==> config.mk <==
export PLATFORM = sky130hd
export DESIGN_NAME = tsr_slot_router
export DESIGN_NICKNAME = d
export VERILOG_FILES = /design/src/rtl/tsr_pkg.sv /design/src/rtl/tsr_route_walker.sv /design/src/rtl/tsr_rx_steer.sv /design/src/rtl/tsr_tx_select.sv /design/src/rtl/tsr_slot_router.sv
export SDC_FILE = /design/constraint.sdc
export NUM_CORES = 2
export LEC_CHECK = 0
export ABC_CLOCK_PERIOD_IN_PS = 4650
export CORE_ASPECT_RATIO = 1.5
export CORE_MARGIN = 3
export CORE_UTILIZATION = 45
export CTS_CLUSTER_DIAMETER = 60
export CTS_CLUSTER_SIZE = 20
export DETAILED_ROUTE_END_ITERATION = 7
export HOLD_SLACK_MARGIN = 0.03
export SLEW_MARGIN = 20
export SYNTH_ARGS = -nofsm -noshare
export SYNTH_HDL_FRONTEND = slang
export SYNTH_SLANG_ARGS = --single-unit
==> constraint.sdc <==
create_clock -name clk_i -period 4.65 [get_ports clk_i]
set_clock_uncertainty 0.1 [all_clocks]
set_input_delay 0.465 -clock clk_i [delete_from_list [all_inputs] [get_ports clk_i]]
set_output_delay 0.465 -clock clk_i [all_outputs]
set_load 0.005 [all_outputs]
==> src/rtl/tsr_pkg.sv <==
package tsr_pkg;
  localparam int unsigned TSR_CNT_W  = 6;
  localparam int unsigned TSR_CODE_W = 3;

  typedef struct packed {
    logic                  last;
    logic [TSR_CODE_W-1:0] dst;
    logic [TSR_CNT_W-1:0]  cnt;
  } tsr_route_t;
endpackage

==> src/rtl/tsr_route_walker.sv <==
module tsr_route_walker
  import tsr_pkg::*;
#(
  parameter int unsigned MAX_ENT = 64
) (
  input  logic                  clk_i,
  input  logic                  rst_ni,
  input  logic                  wr_en_i,
  input  logic [$clog2(MAX_ENT)-1:0] wr_idx_i,
  input  tsr_route_t            wr_ent_i,
  input  logic                  slot_i,
  input  logic                  frame_i,
  output logic [TSR_CODE_W-1:0] dst_o
);
  localparam int unsigned IDX_W = $clog2(MAX_ENT);

  tsr_route_t shadow_q [MAX_ENT];
  tsr_route_t active_q [MAX_ENT];

  logic [IDX_W-1:0]     idx_q, idx_n, cur_idx;
  logic [TSR_CNT_W-1:0] used_q, used_n, cur_used;
  logic                 done_q, done_n, cur_done;
  tsr_route_t           cur_ent;

  always_ff @(posedge clk_i or negedge rst_ni) begin
    if (!rst_ni) begin
      for (int i = 0; i < MAX_ENT; i++) shadow_q[i] <= '0;
    end else if (wr_en_i) begin
      shadow_q[wr_idx_i] <= wr_ent_i;
    end
  end

  // shadow becomes live only at slot 0
  always_ff @(posedge clk_i or negedge rst_ni) begin
    if (!rst_ni) begin
      for (int i = 0; i < MAX_ENT; i++) active_q[i] <= '0;
    end else if (slot_i && frame_i) begin
      for (int i = 0; i < MAX_ENT; i++) active_q[i] <= shadow_q[i];
    end
  end

  always_comb begin
    cur_idx  = frame_i ? '0 : idx_q;
    cur_used = frame_i ? '0 : used_q;
    cur_done = frame_i ? 1'b0 : done_q;
    cur_ent  = frame_i ? shadow_q[0] : active_q[idx_q];
    dst_o    = cur_done ? '0 : cur_ent.dst;

    idx_n  = cur_idx;
    used_n = cur_used + 1'b1;
    done_n = cur_done;
    if (cur_used == cur_ent.cnt) begin
      used_n = '0;
      if (cur_ent.last || cur_idx == IDX_W'(MAX_ENT - 1)) done_n = 1'b1;
      else                                                idx_n  = cur_idx + 1'b1;
    end
  end

  always_ff @(posedge clk_i or negedge rst_ni) begin
    if (!rst_ni) begin
      idx_q  <= '0;
      used_q <= '0;
      done_q <= 1'b1;
    end else if (slot_i) begin
      idx_q  <= idx_n;
      used_q <= used_n;
      done_q <= done_n;
    end
  end

  assert_done_holds_R3: assert property (@(posedge clk_i) disable iff (!rst_ni)
    (done_q && !(slot_i && frame_i)) |=> done_q);

  assert_run_bound_R1: assert property (@(posedge clk_i) disable iff (!rst_ni)
    !done_q |-> (used_q <= active_q[idx_q].cnt));
endmodule

==> src/rtl/tsr_rx_steer.sv <==
module tsr_rx_steer
  import tsr_pkg::*;
#(
  parameter int unsigned NUM_CH = 5,
  parameter int unsigned BYTE_W = 8
) (
  input  logic                  clk_i,
  input  logic                  rst_ni,
  input  logic                  slot_i,
  input  logic [TSR_CODE_W-1:0] dst_i,
  input  logic [BYTE_W-1:0]     byte_i,
  output logic                  valid_o,
  output logic [TSR_CODE_W-1:0] ch_o,
  output logic [BYTE_W-1:0]     byte_o,
  output logic [NUM_CH-1:0]     we_o
);
  logic [NUM_CH-1:0] we_d;

  for (genvar c = 0; c < NUM_CH; c++) begin : g_we
    assign we_d[c] = slot_i && (dst_i == TSR_CODE_W'(c + 1));
  end

  always_ff @(posedge clk_i or negedge rst_ni) begin
    if (!rst_ni) begin
      valid_o <= 1'b0;
      ch_o    <= '0;
      byte_o  <= '0;
      we_o    <= '0;
    end else begin
      valid_o <= slot_i;
      we_o    <= we_d;
      if (slot_i) begin
        ch_o   <= dst_i;
        byte_o <= byte_i;
      end
    end
  end

  assert_we_onehot_R4: assert property (@(posedge clk_i) disable iff (!rst_ni)
    $onehot0(we_o));

  assert_we_needs_valid_R4: assert property (@(posedge clk_i) disable iff (!rst_ni)
    (we_o != '0) |-> valid_o);

  assert_valid_follows_slot_R4: assert property (@(posedge clk_i) disable iff (!rst_ni)
    valid_o |-> $past(slot_i));
endmodule

==> src/rtl/tsr_tx_select.sv <==
module tsr_tx_select
  import tsr_pkg::*;
#(
  parameter int unsigned NUM_CH = 5,
  parameter int unsigned BYTE_W = 8
) (
  input  logic                     clk_i,
  input  logic                     rst_ni,
  input  logic                     slot_i,
  input  logic [TSR_CODE_W-1:0]    dst_i,
  input  logic [NUM_CH-1:0]        avail_i,
  input  logic [NUM_CH*BYTE_W-1:0] data_i,
  output logic                     valid_o,
  output logic [TSR_CODE_W-1:0]    ch_o,
  output logic [BYTE_W-1:0]        byte_o,
  output logic [NUM_CH-1:0]        pop_o
);
  logic [BYTE_W-1:0] lane;
  logic [NUM_CH-1:0] pop_d;

  // idle fill is all ones
  always_comb begin
    lane  = '1;
    pop_d = '0;
    for (int c = 0; c < NUM_CH; c++) begin
      if (dst_i == TSR_CODE_W'(c + 1) && avail_i[c]) begin
        lane     = data_i[c*BYTE_W +: BYTE_W];
        pop_d[c] = slot_i;
      end
    end
  end

  always_ff @(posedge clk_i or negedge rst_ni) begin
    if (!rst_ni) begin
      valid_o <= 1'b0;
      ch_o    <= '0;
      byte_o  <= '1;
      pop_o   <= '0;
    end else begin
      valid_o <= slot_i;
      pop_o   <= pop_d;
      if (slot_i) begin
        ch_o   <= dst_i;
        byte_o <= lane;
      end
    end
  end

  assert_pop_onehot_R5: assert property (@(posedge clk_i) disable iff (!rst_ni)
    $onehot0(pop_o));

  assert_pop_had_data_R6: assert property (@(posedge clk_i) disable iff (!rst_ni)
    (pop_o != '0) |-> ((pop_o & ~$past(avail_i)) == '0));

  assert_unused_fill_R6: assert property (@(posedge clk_i) disable iff (!rst_ni)
    (valid_o && ch_o == '0) |-> (byte_o == '1 && pop_o == '0));
endmodule

==> src/rtl/tsr_slot_router.sv <==
module tsr_slot_router
  import tsr_pkg::*;
#(
  parameter int unsigned NUM_CH  = 5,
  parameter int unsigned BYTE_W  = 8,
  parameter int unsigned MAX_ENT = 64
) (
  input  logic                     clk_i,
  input  logic                     rst_ni,
  input  logic                     cfg_we_i,
  input  logic                     cfg_tx_i,
  input  logic [$clog2(MAX_ENT)-1:0] cfg_idx_i,
  input  logic [TSR_CNT_W-1:0]     cfg_cnt_i,
  input  logic [TSR_CODE_W-1:0]    cfg_dst_i,
  input  logic                     cfg_last_i,
  input  logic                     rx_slot_i,
  input  logic                     rx_frame_i,
  input  logic [BYTE_W-1:0]        rx_byte_i,
  output logic                     rx_valid_o,
  output logic [TSR_CODE_W-1:0]    rx_ch_o,
  output logic [BYTE_W-1:0]        rx_byte_o,
  output logic [NUM_CH-1:0]        rx_we_o,
  input  logic                     tx_slot_i,
  input  logic                     tx_frame_i,
  input  logic [NUM_CH-1:0]        tx_avail_i,
  input  logic [NUM_CH*BYTE_W-1:0] tx_data_i,
  output logic                     tx_valid_o,
  output logic [TSR_CODE_W-1:0]    tx_ch_o,
  output logic [BYTE_W-1:0]        tx_byte_o,
  output logic [NUM_CH-1:0]        tx_pop_o
);
  tsr_route_t            wr_ent;
  logic [TSR_CODE_W-1:0] rx_dst, tx_dst;

  // codes beyond the channel count collapse to unused
  always_comb begin
    wr_ent.cnt  = cfg_cnt_i;
    wr_ent.last = cfg_last_i;
    wr_ent.dst  = (cfg_dst_i > TSR_CODE_W'(NUM_CH)) ? '0 : cfg_dst_i;
  end

  tsr_route_walker #(.MAX_ENT(MAX_ENT)) i_rx_walker (
    .clk_i, .rst_ni,
    .wr_en_i (cfg_we_i && !cfg_tx_i),
    .wr_idx_i(cfg_idx_i),
    .wr_ent_i(wr_ent),
    .slot_i  (rx_slot_i),
    .frame_i (rx_frame_i),
    .dst_o   (rx_dst)
  );

  tsr_route_walker #(.MAX_ENT(MAX_ENT)) i_tx_walker (
    .clk_i, .rst_ni,
    .wr_en_i (cfg_we_i && cfg_tx_i),
    .wr_idx_i(cfg_idx_i),
    .wr_ent_i(wr_ent),
    .slot_i  (tx_slot_i),
    .frame_i (tx_frame_i),
    .dst_o   (tx_dst)
  );

  tsr_rx_steer #(.NUM_CH(NUM_CH), .BYTE_W(BYTE_W)) i_rx_steer (
    .clk_i, .rst_ni,
    .slot_i (rx_slot_i),
    .dst_i  (rx_dst),
    .byte_i (rx_byte_i),
    .valid_o(rx_valid_o),
    .ch_o   (rx_ch_o),
    .byte_o (rx_byte_o),
    .we_o   (rx_we_o)
  );

  tsr_tx_select #(.NUM_CH(NUM_CH), .BYTE_W(BYTE_W)) i_tx_select (
    .clk_i, .rst_ni,
    .slot_i (tx_slot_i),
    .dst_i  (tx_dst),
    .avail_i(tx_avail_i),
    .data_i (tx_data_i),
    .valid_o(tx_valid_o),
    .ch_o   (tx_ch_o),
    .byte_o (tx_byte_o),
    .pop_o  (tx_pop_o)
  );

  assert_rx_code_range_R9: assert property (@(posedge clk_i) disable iff (!rst_ni)
    rx_valid_o |-> (rx_ch_o <= TSR_CODE_W'(NUM_CH)));

  assert_tx_code_range_R9: assert property (@(posedge clk_i) disable iff (!rst_ni)
    tx_valid_o |-> (tx_ch_o <= TSR_CODE_W'(NUM_CH)));
endmodule

Yosys cells after proc, flatten, opt, wreduce, memory -nomap -nowiden
Cells that the tools add are included.
{"block": "word_totals", "romBits": 0, "mem_bits_rw": 0, "mem_count": 0, "latch_bits": 0, "elab_cells": 867, "in_bits": 77, "regBits": 2620}
{"block": "op_classes", "n_eq_ne": 14, "n_div": 0, "muxes": 41, "n_bitwise": 3, "n_reduce_logical": 18, "mul": 0, "magnitude_cmp": 5, "shifts": 0, "add_sub_neg": 4}
{"op": "bitwise mux 640 bit", "n": 2}
{"op": "binary-select mux 10 bit (select 6 bit)", "n": 2}
{"op": "two-way mux 10 bit", "n": 7}
{"op": "demux 10 bit (select 6 bit)", "n": 1}
{"op": "two-way mux 6 bit", "n": 10}
{"op": "two-way mux 8 bit", "n": 5}
{"op": "adder 6 x 1 -> 6 bit, second input constant", "n": 4}
{"op": "greater-or-equal comparator 7 bit, second input constant", "n": 3}
{"op": "inverter 6 -> 7 bit", "n": 3}
{"op": "logical AND 1 bit", "n": 15}
{"op": "== test 3 x 2 -> 1 bit, second input constant", "n": 4}
{"op": "== test 3 bit, second input constant", "n": 4}
{"op": "== test 6 bit", "n": 2}
{"op": "== test 6 bit, second input constant", "n": 2}
{"op": "two-way mux 1 bit", "n": 11}
{"op": "two-way mux 3 bit", "n": 3}
{"op": "< comparator 7 x 1 -> 1 bit, second input constant", "n": 1}
{"op": "== test 3 x 1 -> 1 bit, second input constant", "n": 2}
{"op": "greater-than comparator 3 bit, second input constant", "n": 1}
{"op": "logical OR 1 bit", "n": 2}
{"op": "zero test 1 bit", "n": 1}

Depth between registers and ports, before layout
{"block": "logic_depth", "word_depth": 13, "ltp_mapped": 17, "mapped_depth_nobuf": 11}

Modules after synthesis
Synthesis repeated with hierarchy kept, for this count alone.
{"block": "unflattened", "hier_cells": 6825, "area_unflattened_um2": 109575.1}
{"module": "tsr_route_walker at i_rx_walker", "area_per_inst_um2": 54014.3, "cells_each": 3348, "instances": 1}
{"module": "tsr_route_walker at i_tx_walker", "area_per_inst_um2": 53869.2, "cells_each": 3342, "instances": 1}
{"module": "tsr_tx_select", "area_per_inst_um2": 999.7, "cells_each": 95, "instances": 1}
{"module": "tsr_rx_steer", "area_per_inst_um2": 656.9, "cells_each": 35, "instances": 1}
{"module": "tsr_slot_router", "area_per_inst_um2": 35.0, "cells_each": 5, "instances": 1}

Worst setup path before layout
Ideal clock, no wire load.
{"block": "synth_path", "kind": "flip-flop to flip-flop", "startpoint": "register i_rx_walker.idx_q[1]", "endpoint": "register i_rx_steer.ch_o[0]", "path_stages_with_launch": 13, "arrival_time_ns": 3.148, "path_slack_ns": 1.283, "setup_ns": 0.119, "cell_sequence": "dfrtp_1 > buf_2 > buf_2 > buf_2 > buf_2 > buf_1 > mux4_2 > mux4_2 > nand2_1 > nand3_1 > a32o_1 > or2_2 > o21a_1"}
{"block": "synth_via", "elab_chain_len": 6}
{"element": "start: declaration", "line": "tsr_route_walker.sv:20", "source": "logic [IDX_W-1:0] idx_q, idx_n, cur_idx;"}
{"element": "start signal: assignment", "line": "tsr_route_walker.sv:65", "source": "idx_q <= idx_n;"}
{"element": "inverter 6 -> 7 bit (not written as such)", "line": "tsr_route_walker.sv:46", "source": "cur_ent = frame_i ? shadow_q[0] : active_q[idx_q];"}
{"element": "binary-select mux 10 bit (select 6 bit)", "line": "tsr_route_walker.sv:46"}
{"element": "two-way mux 10 bit (not written as such) (2 in series)", "line": "tsr_route_walker.sv:46"}
{"element": "two-way mux 10 bit", "line": "tsr_route_walker.sv:46"}
{"element": "two-way mux 3 bit", "line": "tsr_route_walker.sv:47", "source": "dst_o = cur_done ? '0 : cur_ent.dst;"}
{"element": "end signal: assignment", "line": "tsr_rx_steer.sv:33", "source": "ch_o <= dst_i;"}
{"element": "end: declaration", "line": "tsr_rx_steer.sv:13", "source": "output logic [TSR_CODE_W-1:0] ch_o,"}
Every way passes these cells. The select of a mux whose other input is x is not followed.
A chain may end at the register's enable or synchronous reset.

Worst setup path after layout
{"block": "layout_path", "startpoint": "register i_tx_walker.idx_q[0]", "endpoint": "register i_tx_select.byte_o[6]"}
{"block": "layout_via", "elab_chain_len": 13}
{"element": "start: declaration", "line": "tsr_route_walker.sv:20"}
{"element": "start signal: assignment", "line": "tsr_route_walker.sv:65"}
{"element": "inverter 6 -> 7 bit (not written as such) (*)", "line": "tsr_route_walker.sv:46"}
{"element": "binary-select mux 10 bit (select 6 bit) (*)", "line": "tsr_route_walker.sv:46"}
{"element": "two-way mux 10 bit (not written as such) (*) (2 in series)", "line": "tsr_route_walker.sv:46"}
{"element": "two-way mux 10 bit (*)", "line": "tsr_route_walker.sv:46"}
{"element": "two-way mux 3 bit (*)", "line": "tsr_route_walker.sv:47"}
{"element": "== test 3 x 1 -> 1 bit", "line": "tsr_tx_select.sv:26", "source": "if (dst_i == TSR_CODE_W'(c + 1) && avail_i[c]) begin"}
{"element": "logical AND 1 bit", "line": "tsr_tx_select.sv:26"}
{"element": "two-way mux 8 bit (4 in series)", "line": "tsr_tx_select.sv:26"}
{"element": "two-way mux 8 bit (*)", "line": "tsr_tx_select.sv:26"}
{"element": "end signal: assignment", "line": "tsr_tx_select.sv:44", "source": "byte_o <= lane;"}
{"element": "end: declaration", "line": "tsr_tx_select.sv:15", "source": "output logic [BYTE_W-1:0] byte_o,"}
Mark *: on every way between the ends. The rest lies on a longest branch, timed or not. The select of a mux whose other input is x is not followed.

==> impl_metrics.tcl <==
set metrics [dict create \
    rsz_0062_raised_after_global_routing "false" \
    syn-cell-area_sq_mm 0.108 \
    simple_gate_share_of_the_synthesized_area_pct 4.11 \
    initial_utilization_pct 45.4 \
    design.core.area_sq_mm 0.238 \
    tcrit_tclk_final_pct 93.0 \
    later_pin_clock_latency_in_the_skew_report_ns 0.85 \
    post-route-util_pct 50.0 \
    critical_path_arrival_ns 4.99 \
    dp_hpwl_microns 188000 \
    filler_instances 20400 \
    route.detailed.drc 0 \
    tritoncts "done" \
    power_density_mw_per_mm2 432 \
    worstSetupEndpointType "flop" \
    cts_made_buffers 173 \
    yosys_warnings 0 \
    post_cts.repair.setup_buffers 0 \
    timing_worst_slew_pin_value_ns 1.23 \
    wl_per_cell_microns 26.7 \
    cp_data_required_time_ns 5.32 \
    clk_pin_slew_worst_setup_hold_paths_ns 0.09 \
    yosys-top-cells-count "sky130_fd_sc_hd__dfrtp_1 (2,610), sky130_fd_sc_hd__mux2_2 (2,145), sky130_fd_sc_hd__nand2_1 (806), sky130_fd_sc_hd__clkbuf_1 (468), sky130_fd_sc_hd__o21ai_0 (400)" \
    synth-seq-area-share_pct 60.6 \
    post-synth-top-count-cell "sky130_fd_sc_hd__dfrtp_1" \
    largest_net_degree_at_the_start_of_global_routing 151 \
    crit-reg2reg-capture "i_tx_select.byte_o[6]$_DFFE_PN1P_" \
    layout-drive-gt1-share_pct 40.2 \
    synthMuxAreaShare_pct 29.4 \
    tns_ns 0 \
    worst-r2r-cell-count 10 \
    grt_antenna_before_repair 11 \
    synthXorXnorAreaFrac_pct 0.0890 \
    timing.hold.worst_path_depth 3 \
    synth_area_per_cell_sq_um 14.5 \
    critical_path.startpoint_type "flop" \
    dieHeight_microns 607 \
    root_buffer_master "sky130_fd_sc_hd__clkbuf_16" \
    worst_setup_path_startpoint "i_tx_walker.idx_q[0]$_DFFE_PN0P_" \
    hold-path-endpoint "i_rx_walker.shadow_q[125]$_DFFE_PN0P_" \
    max-cap-violations 0 \
    status "finished clean" \
    syn-instance-count 7463 \
    synth_area_leader_cell "sky130_fd_sc_hd__dfrtp_1" \
    dieWidth_microns 406 \
    regToRegSetupSlack_ns 0.32 \
    final-hold-violation-count 0 \
    count_of_flip_flops_with_a_built_in_enable_after_synthesis 0 \
    worst_flop_to_flop_path_startpoint "i_tx_walker.idx_q[0]$_DFFE_PN0P_" \
    synth_fp_nets 7544 \
    clockBufferDepth 4 \
    first_pass_iters 5 \
    min_period_ns 4.33 \
    final-setup-viol-count 0 \
    finalNetCount 7572 \
    min_from "cfg_cnt_i[5]" \
    grt_first_pass_wirelength_microns 430000 \
    worst_rel_slew_slack_pct 17.0 \
    overflow 0 \
    hp-class "in2reg" \
    netlist.area_leader.share_pct 60.3 \
    post_synthesis_adder_cell_area_fraction_pct 0.0462 \
    synth_async_sr_flop_share_pct 100 \
    crit_path_max_fanout 54 \
    viasPerCell 5.70 \
    post_synth_cell_types 82 \
    synth_compound_area_share_pct 3.46 \
    die_area_sq_mm 0.247 \
    dominantRegCellSynth "sky130_fd_sc_hd__dfrtp_1" \
    worst_hold_slack_ns 0.0720 \
    grt_pass1_vias 64600 \
    boundaryPins 111 \
    detail-route-antenna-nets 0 \
    power_leakage_nw 57.5 \
    slew_violations 0 \
    cts-htree-levels 4 \
    globalRouteTotalUtil_pct 23.3 \
    worstSetupPathType "reg2reg" \
    synth.ff_latch_count 2620 \
    portBuffers 110 \
    gp_congestion 0.892 \
    yosys-top-cells-area "sky130_fd_sc_hd__dfrtp_1 (60%), sky130_fd_sc_hd__mux2_2 (22%), sky130_fd_sc_hd__mux4_2 (6.0%), sky130_fd_sc_hd__nand2_1 (2.8%), sky130_fd_sc_hd__o21ai_0 (1.8%)" \
    vdd_drop_max_uv 328 \
    dominant_combinational_cell_family_by_area_after_synthesis "multiplexers" \
    max_clock_freq_mhz 231 \
    via_count_of_the_routed_design 60800 \
    wl_microns 285000 \
    placement_row_count 219 \
    cts.sinks 2620 \
    drt-initial-drc-count 3818 \
    relative_area_change_from_synthesis_to_final_layout_pct 10.1 \
]
## stage by stage
step	instances	instance area [sq um]	worst slack (ns)	total power (W)
global placement	10400	114000	0.439	0.0361
global route	10700	119000	0.138	0.0536
CTS	10700	119000	0.340	0.0522
detailed placement	10400	114000	0.371	0.0363
finish	10700	119000	0.325	0.0515
floorplan	7463	108000	1.28	0.0322
## registers in the layout, indices dropped and copies added (netlist names), 3 cells and up
signal                flops
i_tx_walker.active_q    640
i_rx_walker.active_q    640
i_tx_walker.used_q        6
i_rx_steer.ch_o           3
i_tx_select.byte_o        8
i_tx_select.ch_o          3
i_tx_walker.idx_q         6
i_rx_walker.used_q        6
i_tx_walker.shadow_q    640
i_rx_steer.we_o           5
i_rx_walker.shadow_q    640
i_rx_walker.idx_q         6
i_rx_steer.byte_o         8
i_tx_select.pop_o         5
## worst max-delay path by stage
stage / endpoint / cells past startpoint
global route: i_tx_select.byte_o[3]$_DFFE_PN1P_ / 11
CTS: i_tx_select.byte_o[6]$_DFFE_PN1P_ / 11
finish: i_tx_select.byte_o[6]$_DFFE_PN1P_ / 10
detailed placement: i_tx_select.byte_o[6]$_DFFE_PN1P_ / 10
floorplan: i_rx_steer.ch_o[0]$_DFFE_PN0P_ / 12
global placement: i_tx_select.byte_o[0]$_DFFE_PN1P_ / 10
## report_power, final
part           internal [W]  switching [W]
clock               0.00779        0.00798
combinational       0.00437        0.00521
sequential           0.0247        0.00141
## worst max-delay path, cell delays in order, from the launching register on
cell and delay (ns):
sky130_fd_sc_hd__dfrtp_4 0.50, sky130_fd_sc_hd__buf_12 0.36, sky130_fd_sc_hd__mux4_2 0.57, sky130_fd_sc_hd__mux4_2 0.56
sky130_fd_sc_hd__nand2b_1 0.24, sky130_fd_sc_hd__o2111ai_1 0.18, sky130_fd_sc_hd__a32o_1 0.34, sky130_fd_sc_hd__nor4_2 0.80
sky130_fd_sc_hd__nor2_2 0.20, sky130_fd_sc_hd__o221ai_1 0.14, sky130_fd_sc_hd__a31oi_1 0.13
## placed cells by master (no fill, tap or decap), types with 10 or more instances in the layout
cell type / count
sky130_fd_sc_hd__clkdlybuf4s50_1: 102
sky130_fd_sc_hd__clkbuf_16: 175
sky130_fd_sc_hd__a22oi_1: 61
sky130_fd_sc_hd__buf_4: 254
sky130_fd_sc_hd__a211oi_1: 10
sky130_fd_sc_hd__mux2i_1: 108
sky130_fd_sc_hd__inv_6: 14
sky130_fd_sc_hd__dfstp_2: 10
sky130_fd_sc_hd__nand4_1: 11
sky130_fd_sc_hd__or4_1: 10
sky130_fd_sc_hd__a21oi_1: 27
sky130_fd_sc_hd__and2_1: 18
sky130_fd_sc_hd__o21ai_0: 400
sky130_fd_sc_hd__o22ai_1: 27
sky130_fd_sc_hd__nor3_1: 12
sky130_fd_sc_hd__nand2b_1: 12
sky130_fd_sc_hd__a31oi_1: 24
sky130_fd_sc_hd__buf_12: 55
sky130_fd_sc_hd__bufinv_16: 13
sky130_fd_sc_hd__nand3_1: 44
sky130_fd_sc_hd__nand2_1: 803
sky130_fd_sc_hd__o221ai_1: 17
sky130_fd_sc_hd__mux2_2: 2145
sky130_fd_sc_hd__dfrtp_1: 2602
sky130_fd_sc_hd__inv_1: 20
sky130_fd_sc_hd__nor2b_1: 19
sky130_fd_sc_hd__mux4_2: 288
sky130_fd_sc_hd__nor2_1: 76
## routing by layer
| layer | share of wire, % | global-route usage (%) |
|---|---|---|
| met1 | 40 | 28.8 |
| met2 | 52 | 41.9 |
| met3 | 3.4 | 2.63 |
| met4 | 4.1 | 8.53 |
| met5 | 0.0046 | 0 |
## repair_timing
action	in CTS	in global routing
hold buffers	3	0
gates resized for setup	0	0
endpoints found under the hold margin	92	0
## cell families after synthesis
kind of cell	count (synthesis)
AO/OA/AOI/OAI	633
buffers and inverters	589
flip-flops	2620
adder cells (fa/ha/maj)	4
multiplexers	2545
AND/OR/NAND/NOR	1061
XOR/XNOR	11
## final cells by class
class | count | area [sq um] | share of cell area, %
Antenna cell | 4 | 10.0 | 0.00840
Clock buffer | 191 | 4530 | 3.80
Clock inverter | 54 | 761 | 0.638
Inverter | 24 | 90.1 | 0.0756
Multi-Input combinational cell | 4254 | 40200 | 33.7
Sequential cell | 2620 | 65600 | 55.0
Tap cell | 3094 | 3870 | 3.25
Timing Repair Buffer | 418 | 4120 | 3.46
(Power assumes the default switching activity.)
